===== config.mk =====
export PLATFORM = sky130hd
export DESIGN_NAME = pwr_timer_top
export DESIGN_NICKNAME = d
export VERILOG_FILES = /design/src/rtl/pmt_pkg.sv /design/src/rtl/pmt_run_ctl.sv /design/src/rtl/pmt_counter.sv /design/src/rtl/pmt_csr.sv /design/src/rtl/pwr_timer_top.sv
export SDC_FILE = /design/constraint.sdc
export NUM_CORES = 1
export LEC_CHECK = 0
export BUFFER_PORTS_ARGS = -buffer_cell sky130_fd_sc_hd__buf_2
export CORE_ASPECT_RATIO = 2
export CORE_MARGIN = 5
export CORE_UTILIZATION = 54
export CTS_CLUSTER_DIAMETER = 40
export DETAILED_ROUTE_END_ITERATION = 12
export PLACE_DENSITY_LB_ADDON = 0.3
export SYNTH_ARGS = -nofsm -noshare
export SYNTH_HDL_FRONTEND = slang
export SYNTH_SLANG_ARGS = --single-unit

===== constraint.sdc =====
create_clock -name clk_ref -period 2.4 [get_ports clk_ref]
set_input_delay 0.12 -clock clk_ref [delete_from_list [all_inputs] [get_ports clk_ref]]
set_output_delay 0.12 -clock clk_ref [all_outputs]
set_load 0.005 [all_outputs]

===== src/rtl/pmt_pkg.sv =====
package pmt_pkg;

    // Run-control states; RS_HALT is the reset state.
    typedef enum logic {
        RS_HALT = 1'b0,
        RS_RUN  = 1'b1
    } run_state_e;

    // Control write targets (bench and software depend on these codes).
    localparam logic ADDR_STS = 1'b0;
    localparam logic ADDR_EN  = 1'b1;

endpackage


===== src/rtl/pmt_run_ctl.sv =====
module pmt_run_ctl
    import pmt_pkg::*;
#(
    parameter int unsigned PRE_DIV = 4
) (
    input  logic       clk,
    input  logic       rst_n,
    input  logic       in_working,
    output run_state_e state_o,
    output logic       tick_o
);

    localparam int unsigned    PRE_W    = (PRE_DIV > 1) ? $clog2(PRE_DIV) : 1;
    localparam logic [PRE_W-1:0] PRE_LAST = PRE_W'(PRE_DIV - 1);

    run_state_e       state_q;
    run_state_e       state_d;
    logic             run_en;
    logic [PRE_W-1:0] pre_q;

    // State register.
    always_ff @(posedge clk) begin
        if (!rst_n) begin
            state_q <= RS_HALT;
        end else begin
            state_q <= state_d;
        end
    end

    // Transitions: wake (HALT -> RUN), doze (RUN -> HALT).
    always_comb begin
        state_d = state_q;
        unique case (state_q)
            RS_HALT: if (in_working)  state_d = RS_RUN;
            RS_RUN:  if (!in_working) state_d = RS_HALT;
            default: state_d = RS_HALT;
        endcase
    end

    // State outputs.
    always_comb begin
        run_en = 1'b0;
        unique case (state_q)
            RS_HALT: run_en = 1'b0;
            RS_RUN:  run_en = 1'b1;
            default: run_en = 1'b0;
        endcase
    end

    // Prescaler: advances only while running, so its phase survives a halt.
    always_ff @(posedge clk) begin
        if (!rst_n) begin
            pre_q <= '0;
        end else if (run_en) begin
            pre_q <= (pre_q == PRE_LAST) ? '0 : pre_q + 1'b1;
        end
    end

    assign tick_o  = run_en && (pre_q == PRE_LAST);
    assign state_o = state_q;

endmodule


===== src/rtl/pmt_counter.sv =====
module pmt_counter #(
    parameter int unsigned CNT_W    = 24,
    parameter int unsigned EDGE_BIT = 22
) (
    input  logic             clk,
    input  logic             rst_n,
    input  logic             tick_i,
    output logic [CNT_W-1:0] cnt_o,
    output logic             fall_o
);

    logic [CNT_W-1:0] cnt_q;
    logic             prev_q;

    // Count register, cleared only by reset.
    always_ff @(posedge clk) begin
        if (!rst_n) begin
            cnt_q <= '0;
        end else if (tick_i) begin
            cnt_q <= cnt_q + 1'b1;
        end
    end

    // Registered copy of the watched bit for a clean falling-edge pulse.
    always_ff @(posedge clk) begin
        if (!rst_n) begin
            prev_q <= 1'b0;
        end else begin
            prev_q <= cnt_q[EDGE_BIT];
        end
    end

    assign fall_o = prev_q & ~cnt_q[EDGE_BIT];
    assign cnt_o  = cnt_q;

endmodule


===== src/rtl/pmt_csr.sv =====
module pmt_csr
    import pmt_pkg::*;
#(
    parameter int unsigned CNT_W = 24,
    parameter int unsigned RD_W  = 32
) (
    input  logic             clk,
    input  logic             rst_n,
    input  logic             fall_i,
    input  logic [CNT_W-1:0] cnt_i,
    input  logic             csr_wr,
    input  logic             csr_addr,
    input  logic             csr_wdata,
    input  logic             rd_en,
    output logic [RD_W-1:0]  rd_data,
    output logic             rd_valid,
    output logic             sts_o,
    output logic             en_o,
    output logic             sci_o
);

    logic            sts_q;
    logic            en_q;
    logic            clr_hit;
    logic            en_hit;
    logic [RD_W-1:0] rd_word;
    logic [RD_W-1:0] rd_q;
    logic            rv_q;

    assign clr_hit = csr_wr && (csr_addr == ADDR_STS) && csr_wdata;
    assign en_hit  = csr_wr && (csr_addr == ADDR_EN);

    // Sticky status: a set event outranks a clearing write.
    always_ff @(posedge clk) begin
        if (!rst_n) begin
            sts_q <= 1'b0;
        end else if (fall_i) begin
            sts_q <= 1'b1;
        end else if (clr_hit) begin
            sts_q <= 1'b0;
        end
    end

    always_ff @(posedge clk) begin
        if (!rst_n) begin
            en_q <= 1'b0;
        end else if (en_hit) begin
            en_q <= csr_wdata;
        end
    end

    // Read word: zero-extend the count when it is narrower than the port.
    generate
        if (CNT_W < RD_W) begin : g_pad
            assign rd_word = {{(RD_W - CNT_W){1'b0}}, cnt_i};
        end else begin : g_trim
            assign rd_word = cnt_i[RD_W-1:0];
        end
    endgenerate

    // Single-cycle capture keeps every bit of a read coherent.
    always_ff @(posedge clk) begin
        if (!rst_n) begin
            rd_q <= '0;
            rv_q <= 1'b0;
        end else begin
            rv_q <= rd_en;
            if (rd_en) begin
                rd_q <= rd_word;
            end
        end
    end

    assign rd_data  = rd_q;
    assign rd_valid = rv_q;
    assign sts_o    = sts_q;
    assign en_o     = en_q;
    assign sci_o    = sts_q & en_q;

endmodule


===== src/rtl/pwr_timer_top.sv =====
module pwr_timer_top
    import pmt_pkg::*;
#(
    parameter int unsigned CNT_W    = 24,
    parameter int unsigned EDGE_BIT = 22,
    parameter int unsigned PRE_DIV  = 4,
    parameter int unsigned RD_W     = 32
) (
    input  logic            clk_ref,
    input  logic            rst_plat_n,
    input  logic            in_working,
    input  logic            rd_en,
    output logic [RD_W-1:0] rd_data,
    output logic            rd_valid,
    input  logic            csr_wr,
    input  logic            csr_addr,
    input  logic            csr_wdata,
    output logic            ovf_sts,
    output logic            ovf_en,
    output logic            sci_o
);

    run_state_e       run_state;
    logic             run_active;
    logic             pre_tick;
    logic [CNT_W-1:0] count;
    logic             bit_fall;

    pmt_run_ctl #(
        .PRE_DIV (PRE_DIV)
    ) u_run (
        .clk        (clk_ref),
        .rst_n      (rst_plat_n),
        .in_working (in_working),
        .state_o    (run_state),
        .tick_o     (pre_tick)
    );

    assign run_active = (run_state == RS_RUN);

    pmt_counter #(
        .CNT_W    (CNT_W),
        .EDGE_BIT (EDGE_BIT)
    ) u_cnt (
        .clk    (clk_ref),
        .rst_n  (rst_plat_n),
        .tick_i (pre_tick),
        .cnt_o  (count),
        .fall_o (bit_fall)
    );

    pmt_csr #(
        .CNT_W (CNT_W),
        .RD_W  (RD_W)
    ) u_csr (
        .clk       (clk_ref),
        .rst_n     (rst_plat_n),
        .fall_i    (bit_fall),
        .cnt_i     (count),
        .csr_wr    (csr_wr),
        .csr_addr  (csr_addr),
        .csr_wdata (csr_wdata),
        .rd_en     (rd_en),
        .rd_data   (rd_data),
        .rd_valid  (rd_valid),
        .sts_o     (ovf_sts),
        .en_o      (ovf_en),
        .sci_o     (sci_o)
    );

endmodule


=== Word-level counts from Yosys, hierarchy flattened ===
Index checks and enable logic that the tools add are counted.

* Flip-flop bits (word level): 55
* Bits of input ports: 7
* Output and inout bits: 36

* $add $sub $neg: 2
* Equality and inequality tests: 1
* Mux-type cells: 5
* Bitwise gates (word level): 5
* Reduce and logical (&&, ||, !) cells: 5

{| class="wikitable"
|+ Operators by type and width
! cell !! count
|-
| $add A24 B1 Y24 const B || 1
|-
| $logic_and A1 B1 Y1 || 4
|-
| $mux W1 || 3
|-
| $not A1 Y1 || 3
|-
| $add A2 B1 Y2 const B || 1
|-
| $and A1 B1 Y1 || 2
|-
| $eq A2 B2 Y1 const B || 1
|-
| $mux W2 || 1
|-
| $pmux W1 S2 || 1
|-
| $reduce_bool A2 Y1 || 1
|}

=== Logic depth before layout (Yosys ltp) ===
Gate-level depths: netlist of run 1.

* Depth in word-level cells: 5
* Gate-level depth with buffers: 6
* Depth with buffers taken out: 5

=== Cells and area by module ===
Synthesis of run 1 repeated with hierarchy kept, for this count alone.

* Cell total of the unflattened synthesis: 243
* Area total of the unflattened synthesis: 2376.0 um^2

{| class="wikitable"
|+ Modules (own cells, without submodules)
! module !! instances !! cells an instance !! area each (um^2)
|-
| pmt_counter || 1 || 133 || 1134.8
|-
| pmt_csr || 1 || 99 || 1112.3
|-
| pmt_run_ctl || 1 || 11 || 128.9
|}

=== Worst setup path after synthesis of run 1 ===
No wires, ideal clock.

* Path type: register to register
* Start: reg u_run.pre_q[0]
* End: reg u_cnt.cnt_q[22], in the netlist u_cnt.cnt_o[22]
* Library setup time: 0.070 ns
* Arrival time: 1.969 ns
* Setup slack: 0.362 ns
* Cell stages (with the launch flop): 6
* Cells stage by stage: dfxtp_1 > ha_1 > nand4_2 > or4_4 > or4_1 > a21oi_1

* Word-level cells in the longest chain between the ends: 2

{| class="wikitable"
|+ RTL lines
! what !! line !! text
|-
| from (decl) || pmt_run_ctl.sv:19 || <nowiki>logic [PRE_W-1:0] pre_q;</nowiki>
|-
| from (signal assigned) || pmt_run_ctl.sv:55 || <nowiki>pre_q <= (pre_q == PRE_LAST) ? '0 : pre_q + 1'b1;</nowiki>
|-
| $eq A2 B2 Y1 || pmt_run_ctl.sv:59 || <nowiki>assign tick_o = run_en && (pre_q == PRE_LAST);</nowiki>
|-
| $logic_and A1 B1 Y1 || pmt_run_ctl.sv:59 ||
|-
| to (signal assigned) || pmt_counter.sv:20 || <nowiki>cnt_q <= cnt_q + 1'b1;</nowiki>
|-
| to (decl) || pmt_counter.sv:12 || <nowiki>logic [CNT_W-1:0] cnt_q;</nowiki>
|}

No other way between the ends.
A chain may end at the register's enable or synchronous reset.

=== Final worst setup path of run 1 ===
* Start: reg u_run.pre_q[0]
* End: reg u_cnt.cnt_q[13], in the netlist u_cnt.cnt_o[13]

The elaborated chain is that of the path after synthesis.

==> results of run 1 <==
==> cells by family after synthesis <==
logic type	share of synthesized area [%]
mux	12.3
fa+ha+maj	1.10
buf+inv	6.13
simple gates	22.6
compound gates	5.37
other cells	0.164
xor+xnor	4.22
flops	48.2
==> report_power, final <==
group | leakage, uW | internal (uW) | switching [uW]
combinational | 0.000602 | 19.6 | 36.5
sequential | 0.000444 | 916 | 2.48
clock | 0.0000502 | 305 | 285
total | 0.00110 | 1240 | 324
==> routing by layer <==
layer  wire [um]  track usage (%)
met1        1780             17.5
met2        2390             30.7
met3         148             3.29
met4         118             9.87
met5           0                0
==> layout make-up <==
class	instances	area, sq um	share of cell area, %
repair buffers	40	215	8.35
well taps	52	65.1	2.53
clock buffers	5	68.8	2.67
clock inverters	2	37.5	1.46
multi-input cells	173	1070	41.5
inverters	5	18.8	0.729
flip-flops and latches	55	1100	42.7
==> synthesized netlist by cell type, drive strengths merged <==
cell type | n | area share, %
dfxtp | 55 | 48
nor2 | 41 | 6.7
mux2i | 28 | 12
nand2 | 14 | 2.3
a21oi | 13 | 2.8
buf | 11 | 3.6
nand3 | 10 | 2.2
clkbuf | 8 | 1.8
xnor2 | 8 | 3.1
o21ai | 7 | 1.5
and2 | 5 | 1.4
inv | 5 | 0.82
nand4 | 5 | 1.9
or3 | 5 | 1.4
or4 | 5 | 1.8
nor3 | 4 | 0.88
and4 | 3 | 1.2
o31ai | 3 | 0.99
xor2 | 3 | 1.2
ha | 2 | 1.1
nand2b | 2 | 0.55
nand4b | 2 | 0.77
nor4 | 2 | 0.55
and3 | 1 | 0.27
conb | 1 | 0.16
nand3b | 1 | 0.33
nor2b | 1 | 0.27
==> worst max-delay path, stage by stage, from the launching register on <==
cell and delay (ns):
dfxtp_1 0.37, ha_1 0.17, nand4_1 0.20, or4_1 0.66
buf_4 0.21, or3_1 0.30, a21oi_1 0.14
==> state kept, by name, indices dropped and copies added (netlist names) <==
register,count
u_csr.rd_valid,1
u_csr.en_o,1
u_csr.rd_data,24
u_csr.sts_o,1
u_run.pre_q,2
u_cnt.prev_q,1
u_run.state_o,1
u_cnt.cnt_o,24
==> worst paths after layout <==
| check | slack [ns] | start | endpoint |
|---|---|---|---|
| max | 0.26 | u_run.pre_q[0] | u_cnt.cnt_o[13] |
| min | 0.02 | in_working | u_run.state_o |
| max reg2reg | 0.26 | u_run.pre_q[0] | u_cnt.cnt_o[13] |
| min reg2reg | 0.47 | u_csr.en_o | u_csr.en_o |
==> metrics by stage <==
step	util [%]	total power [uW]	setup WS, ns
floorplan	-	994	0.362
finish	63.0	1570	0.265
CTS	63.0	1580	0.292
global placement	60.4	996	0.365
global route	63.0	1620	0.167
detailed placement	60.4	997	0.324
==> impl_summary.txt, run 1 <==
----------------------------------------------------
[Clock network]
  Clock Pin Slew Worst Setup and Hold Paths ... approximately 0.09 ns
  Number of sinks handled by clock tree synthesis ... 55
  Post CTS Setup Buffer Count ... 0
  Post-CTS sizing ... 0
  # H-tree levels ... 2
  Source-to-sink clock delay at the later pin of the worst-skew pair ... 0.31 ns
  Clock root cell ... clkbuf_8
  Clock Path Buffers ... 2
  Quantity of hold-fixing buffers added after cts ... 0
  Number of buffers inserted during clock tree synthesis ... 5
  CTS tree ... done

[Logic synthesis]
  Count of synthesis-stage warnings from yosys ... 0
  Sequential element share of the synthesized area ... 48.2%
  Synthesized area per cell ... 9.33 sq um
  Cell area after synthesis ... between 2000 and 2500 sq um
  Number of synthesized register bits ... 55
  Gate Count Post-Synth ... between 200 and 250
  Post-synth cell types ... 35

[Floorplan]
  Floorplan die height ... 102 um
  Die outline width ... between 50 and 60 um
  Number of placed I/O pins ... 43
  Starting density of the core ... 55.9%
  Die Area ... roughly 5700 sq um
  Core footprint ... 4090 sq um
  Total number of placement rows ... 33

[GRT]
  Overall overflow remaining after global route ... 0
  Pin count of the biggest net entering global routing ... 51
  Antenna violations before repair ... 0
  Number of global-route vias before repair ... 1735
  Global-route wire length before repair ... 7600 um
  Overall fraction of global-route tracks in use ... 16.8%

[Outcome]
  Outcome ... finished clean

[Route]
  Drc violations ... 0
  Number of iterations in the first detailed-routing pass ... 4
  Total number of vias ... 1777
  Antenna-violating nets left ... 0
  Number of design-rule violations left by the first detailed-router iteration ... 33
  DRT Wirelength ... approximately 4400 um
  Via density ... 5.35
  Wire length per cell ... around 13 um

[STA]
  Setup repair after global routing missed its margin ... no
  Measured slew at the worst slew-check pin ... 0.812 ns
  Setup-failing EPs final ... 0
  Number of max-slew violations in the final report ... 0
  Worst clock skew ... 0.00804 ns
  Number of hold-slack violations in the final timing report ... 0
  Highest clock rate ... 468 MHz
  Crit path time final ... 2.14 ns
  Total negative setup slack ... 0 ns
  Period utilization ... between 80% and 90%
  Hold_ws ... between 0.015 and 0.02 ns
  Max-slew headroom ... a little under half

[Place]
  Total placed instance area ... roughly 2500 sq um
  DPL Wire Length ... 3140 um
  Global placer's final weighted congestion ... 0.853
  Count of input and output buffers ... 34
  Total placed cells including tap cells ... 325

[Layout]
  Number of standard cells in the layout, taps in and fillers out ... between 300 and 400
  Share of layout cells above drive strength 1 ... 18.9%
  Most frequent standard cell in the layout excluding fill and tap cells ... dfxtp_1
  Finished layout cell area ... ~2600 sq um
  Final layout net count ... 289
  Filler Cells Inserted ... roughly 390
  Number of antenna diodes ... 0
  Highest-count cells in the layout ignoring fill and taps ... dfxtp_1, nor2_1, buf_2, mux2i_1, nand2_1
  Layout area overhead ... 12.8%

[Worst setup path]
  Worst path required time ... 2.63 ns
  Crit path launch type ... flip-flop
  Worst Path Arrival ... approximately 2.4 ns
  Worst reg-to-reg path cell count ... 6
  CP max FO ... 8
  Category of the worst setup path capture point ... flip-flop
  Startpoint-to-endpoint class of the critical path ... flip-flop to flip-flop

[Power]
  Worst ir drop on vdd ... around 530 uV
  Pwr dens ... 608 nW/um^2
  Static leakage ... approximately 0.0011 uW

[Min path]
  Worst min-delay path category ... input port to flip-flop
  Hold Path Depth ... 2

[Run]
  Max-cap violations ... 0

----------------------------------------------------
Power figures use the tool's default switching activity.
==> run 2, diff against run 1 <==
--- a/config.mk
+++ b/config.mk
@@ -7,11 +7,12 @@
 export LEC_CHECK = 0
 export BUFFER_PORTS_ARGS = -buffer_cell sky130_fd_sc_hd__buf_2
 export CORE_ASPECT_RATIO = 2
-export CORE_MARGIN = 5
-export CORE_UTILIZATION = 54
+export CORE_MARGIN = 1
+export CORE_UTILIZATION = 55
 export CTS_CLUSTER_DIAMETER = 40
 export DETAILED_ROUTE_END_ITERATION = 12
 export PLACE_DENSITY_LB_ADDON = 0.3
 export SYNTH_ARGS = -nofsm -noshare
 export SYNTH_HDL_FRONTEND = slang
+export SYNTH_HIERARCHICAL = 1
 export SYNTH_SLANG_ARGS = --single-unit
==> impl_summary.txt, run 2 <==
----------------------------------------------------
[Place]
  Total placed cells including tap cells ... 317 (-2.5%)
  DPL Wire Length ... 3020 um (-3.8%)
  Global placer's final weighted congestion ... 0.746 (-13%)
  Count of input and output buffers ... 34 (unchanged)
  Worst setup slack before clock tree synthesis ... 0.246 ns (-0.0774 ns)

[Logic synthesis]
  Mux share of post-synthesis cell area ... 11.4% (-0.89 points)
  Arithmetic-cell share of the synthesized area counting full adders, half adders and majority gates ... 1.05% (-0.042 points)
  Gate Count Post-Synth ... 243 (-0.82%)
  Area share of and/or/nand/nor cells after synthesis ... 24.2% (+1.7 points)
  Leading post-synthesis cells by cell area ... dfxtp_1, mux2i_1, nor2b_1, nand3_1, buf_4
  Largest family of logic cells by synthesized area ... simple AND/OR/NAND/NOR gates
  Top-count cell post-synth ... dfxtp_1
  Largest area contributor in the synthesized netlist ... dfxtp_1
  Top FF cell, synth ... dfxtp_1
  Cell area after synthesis ... 2380 sq um (+4.0%)
  Synthesized area per cell ... 9.78 sq um (+4.9%)
  Post-synth cell types ... 33 (-5.7%)
  Number of synthesized register bits ... 55 (unchanged)
  Count of synthesis-stage warnings from yosys ... 6 (+6)
  Area fraction of the dominant cell type after synthesis ... 46.3% (-1.9 points)
  Proportion of register bits with asynchronous set or reset after synthesis ... 0% (unchanged)
  Number of enable flip-flop cells after synthesis ... 0 (unchanged)
  List of most frequent post-synthesis cells ... dfxtp_1, mux2i_1, nor2b_1
  Area fraction in compound gates after synthesis ... 5.79% (+0.43 points)
  Sequential element share of the synthesized area ... 46.3% (-1.9 points)
  Area share of xor/xnor cells in the synthesized design ... 4.42% (+0.21 points)

[Worst setup path]
  Top cell family by delay on the critical path ... simple AND/OR/NAND/NOR gates
  Worst path most repeated cell ... or4_1
  Worst path required time ... 2.63 ns (about the same)
  CP max FO ... 18 (+10)
  Cell with the biggest individual delay on the critical path ... or4_1
  Crit path launch type ... flip-flop
  Startpoint-to-endpoint class of the critical path ... flip-flop to flip-flop
  Cell breakdown of the critical path ... nand4_1 > or4_1 > or4_1 > a21oi_1
  Worst Path Buf+Inv ... 0 (-1)
  Delay contributed by the slowest stage of the critical path ... 0.82 ns (+0.16 ns)
  Category of the worst setup path capture point ... flip-flop
  Worst Path Arrival ... 2.45 ns (+0.08 ns)

[GRT]
  Number of global-route vias before repair ... 1554 (-10%)
  Met3 Use GR ... 3.38% (+0.095 points)
  Antenna violations before repair ... 0 (unchanged)
  GRT Max-Usage Layer ... met2
  Met2 usage ... 36.6% (+5.9 points)
  Overall overflow remaining after global route ... 0 (unchanged)
  Overall fraction of global-route tracks in use ... 19.7% (+2.9 points)
  Pin count of the biggest net entering global routing ... 33 (-35%)
  Global-route met1 utilization ... 21.2% (+3.7 points)
  Global-route wire length before repair ... 7020 um (-7.6%)

[Power]
  Static leakage ... 0.00106 uW (-2.9%)
  Worst ir drop on vdd ... 425 uV (-20%)
  Pwr dens ... 611 nW/um^2 (+0.50%)

[Floorplan]
  Die Area ... 4600 sq um (-19%)
  Core footprint ... 4130 sq um (+1.0%)
  Total number of placement rows ... 33 (unchanged)
  Number of placed I/O pins ... 43 (unchanged)
  Floorplan die height ... 95.0 um (-6.9%)
  Starting density of the core ... 57.5% (+1.7 points)
  Die outline width ... 48.5 um (-13%)

[Route]
  Number of design-rule violations left by the first detailed-router iteration ... 42 (+27%)
  Wire length per cell ... 13.4 um (about the same)
  Number of iterations in the first detailed-routing pass ... 4 (unchanged)
  Antenna-violating nets left ... 0 (unchanged)
  Total number of vias ... 1734 (-2.4%)
  DRT Wirelength ... 4340 um (-2.1%)
  Via density ... 5.34 (-0.32%)
  Drc violations ... 0 (unchanged)

[STA]
  Number of hold-slack violations in the final timing report ... 0 (unchanged)
  Number of max-slew violations in the final report ... 0 (unchanged)
  Max-slew headroom ... 50.3% (+4.5 points)
  Measured slew at the worst slew-check pin ... 0.744 ns (-0.0672 ns)
  Setup-failing EPs final ... 0 (unchanged)
  Crit path time final ... 2.23 ns (+0.0919 ns)
  Highest clock rate ... 449 MHz (-4.1%)
  Post-route setup slack ... 0.173 ns (-0.0919 ns)
  Setup repair after global routing missed its margin ... no
  Hold_ws ... 0.0212 ns (+0.00146 ns)
  Worst clock skew ... 0.00705 ns (-0.000993 ns)
  Period utilization ... 92.8% (+3.8 points)
  Total negative setup slack ... 0 ns (unchanged)

[Clock network]
  Quantity of hold-fixing buffers added after cts ... 0 (unchanged)
  Number of buffers inserted during clock tree synthesis ... 5 (unchanged)
  CTS tree ... done
  Clock Path Buffers ... 2 (unchanged)
  Post CTS Setup Buffer Count ... 0 (unchanged)
  Number of sinks handled by clock tree synthesis ... 55 (unchanged)
  Clock Pin Slew Worst Setup and Hold Paths ... 0.10 ns (about the same)
  Post-CTS sizing ... 0 (unchanged)
  Clock root cell ... clkbuf_8
  Source-to-sink clock delay at the later pin of the worst-skew pair ... 0.30 ns (about the same)
  # H-tree levels ... 2 (unchanged)

[Outcome]
  Outcome ... finished clean

[Layout]
  Filler Cells Inserted ... 383 (-0.78%)
  Highest-count cells in the layout ignoring fill and taps ... dfxtp_1, buf_2, nor2b_1, mux2i_1, nor2_1
  Most frequent standard cell in the layout excluding fill and tap cells ... dfxtp_1
  Final layout net count ... 281 (-2.8%)
  Layout area overhead ... 10.1%
  Area occupied by multi-input gates ... 1140 sq um (+6.9%)
  Number of standard cells in the layout, taps in and fillers out ... 325 (-2.1%)
  Register Area ... 1100 sq um (unchanged)
  Number of antenna diodes ... 0 (unchanged)
  Share of layout cells above drive strength 1 ... 16.8% (-2.1 points)

[Run]
  Max-cap violations ... 0 (unchanged)

[Min path]
  Worst min-delay path category ... input port to flip-flop

----------------------------------------------------
==> run 2: path summary, 6_finish.rpt <==
path	start	end	slack, ns	cells after the start
worst min register to register	u_csr/en_o	u_csr/en_o	0.49	2
worst min-delay path	in_working	u_run/state_o	0.02	2
worst max register to register	u_cnt/cnt_o[8]	u_cnt/cnt_o[23]	0.17	4
worst max-delay path	u_cnt/cnt_o[8]	u_cnt/cnt_o[23]	0.17	4
==> run 2: final cells by class <==
class / count / area share, %
Multi-Input combinational cell: 173 / 43.7
Sequential cell: 55 / 42.1
Timing Repair Buffer: 36 / 7.08
Clock buffer: 6 / 3.16
Tap cell: 52 / 2.49
Clock inverter: 2 / 1.34
Inverter: 1 / 0.143
==> run 2: cells by family (layout without fill, tap and decap cells) <==
group | after synthesis | in the layout
AOI/OAI and AO/OA | 24 | 24
xor gates and xnor gates | 12 | 12
adders and majority gates | 2 | 2
buffers and inverters | 22 | 45
DFF | 55 | 55
muxes | 27 | 27
other | 1 | 8
and+or+nand+nor | 100 | 100
==> run 2: per-stage QoR <==
step                      util (%)  total power, uW  cell area (sq um)
after floorplan                  -             1000               2400
after global placement        60.5              996               2500
after detailed placement      60.5              997               2500
after CTS                     63.4             1620               2620
after global routing          63.4             1660               2620
final                         63.4             1600               2620
==> run 2: power by group <==
part	leakage [uW]	switching, uW	internal (uW)
logic	0.000560	30.7	25.1
registers	0.000444	2.92	916
clock network	0.0000612	285	338
total	0.00106	318	1280
==> run 2: metal layers <==
metal  wire length, um  share of wire (%)  vias up
li1                  -                  -      883
met1              1770                 41      802
met2              2400                 55       45
met3               122                2.8        4
met4                49                1.1        0
met5                 0                  0        -
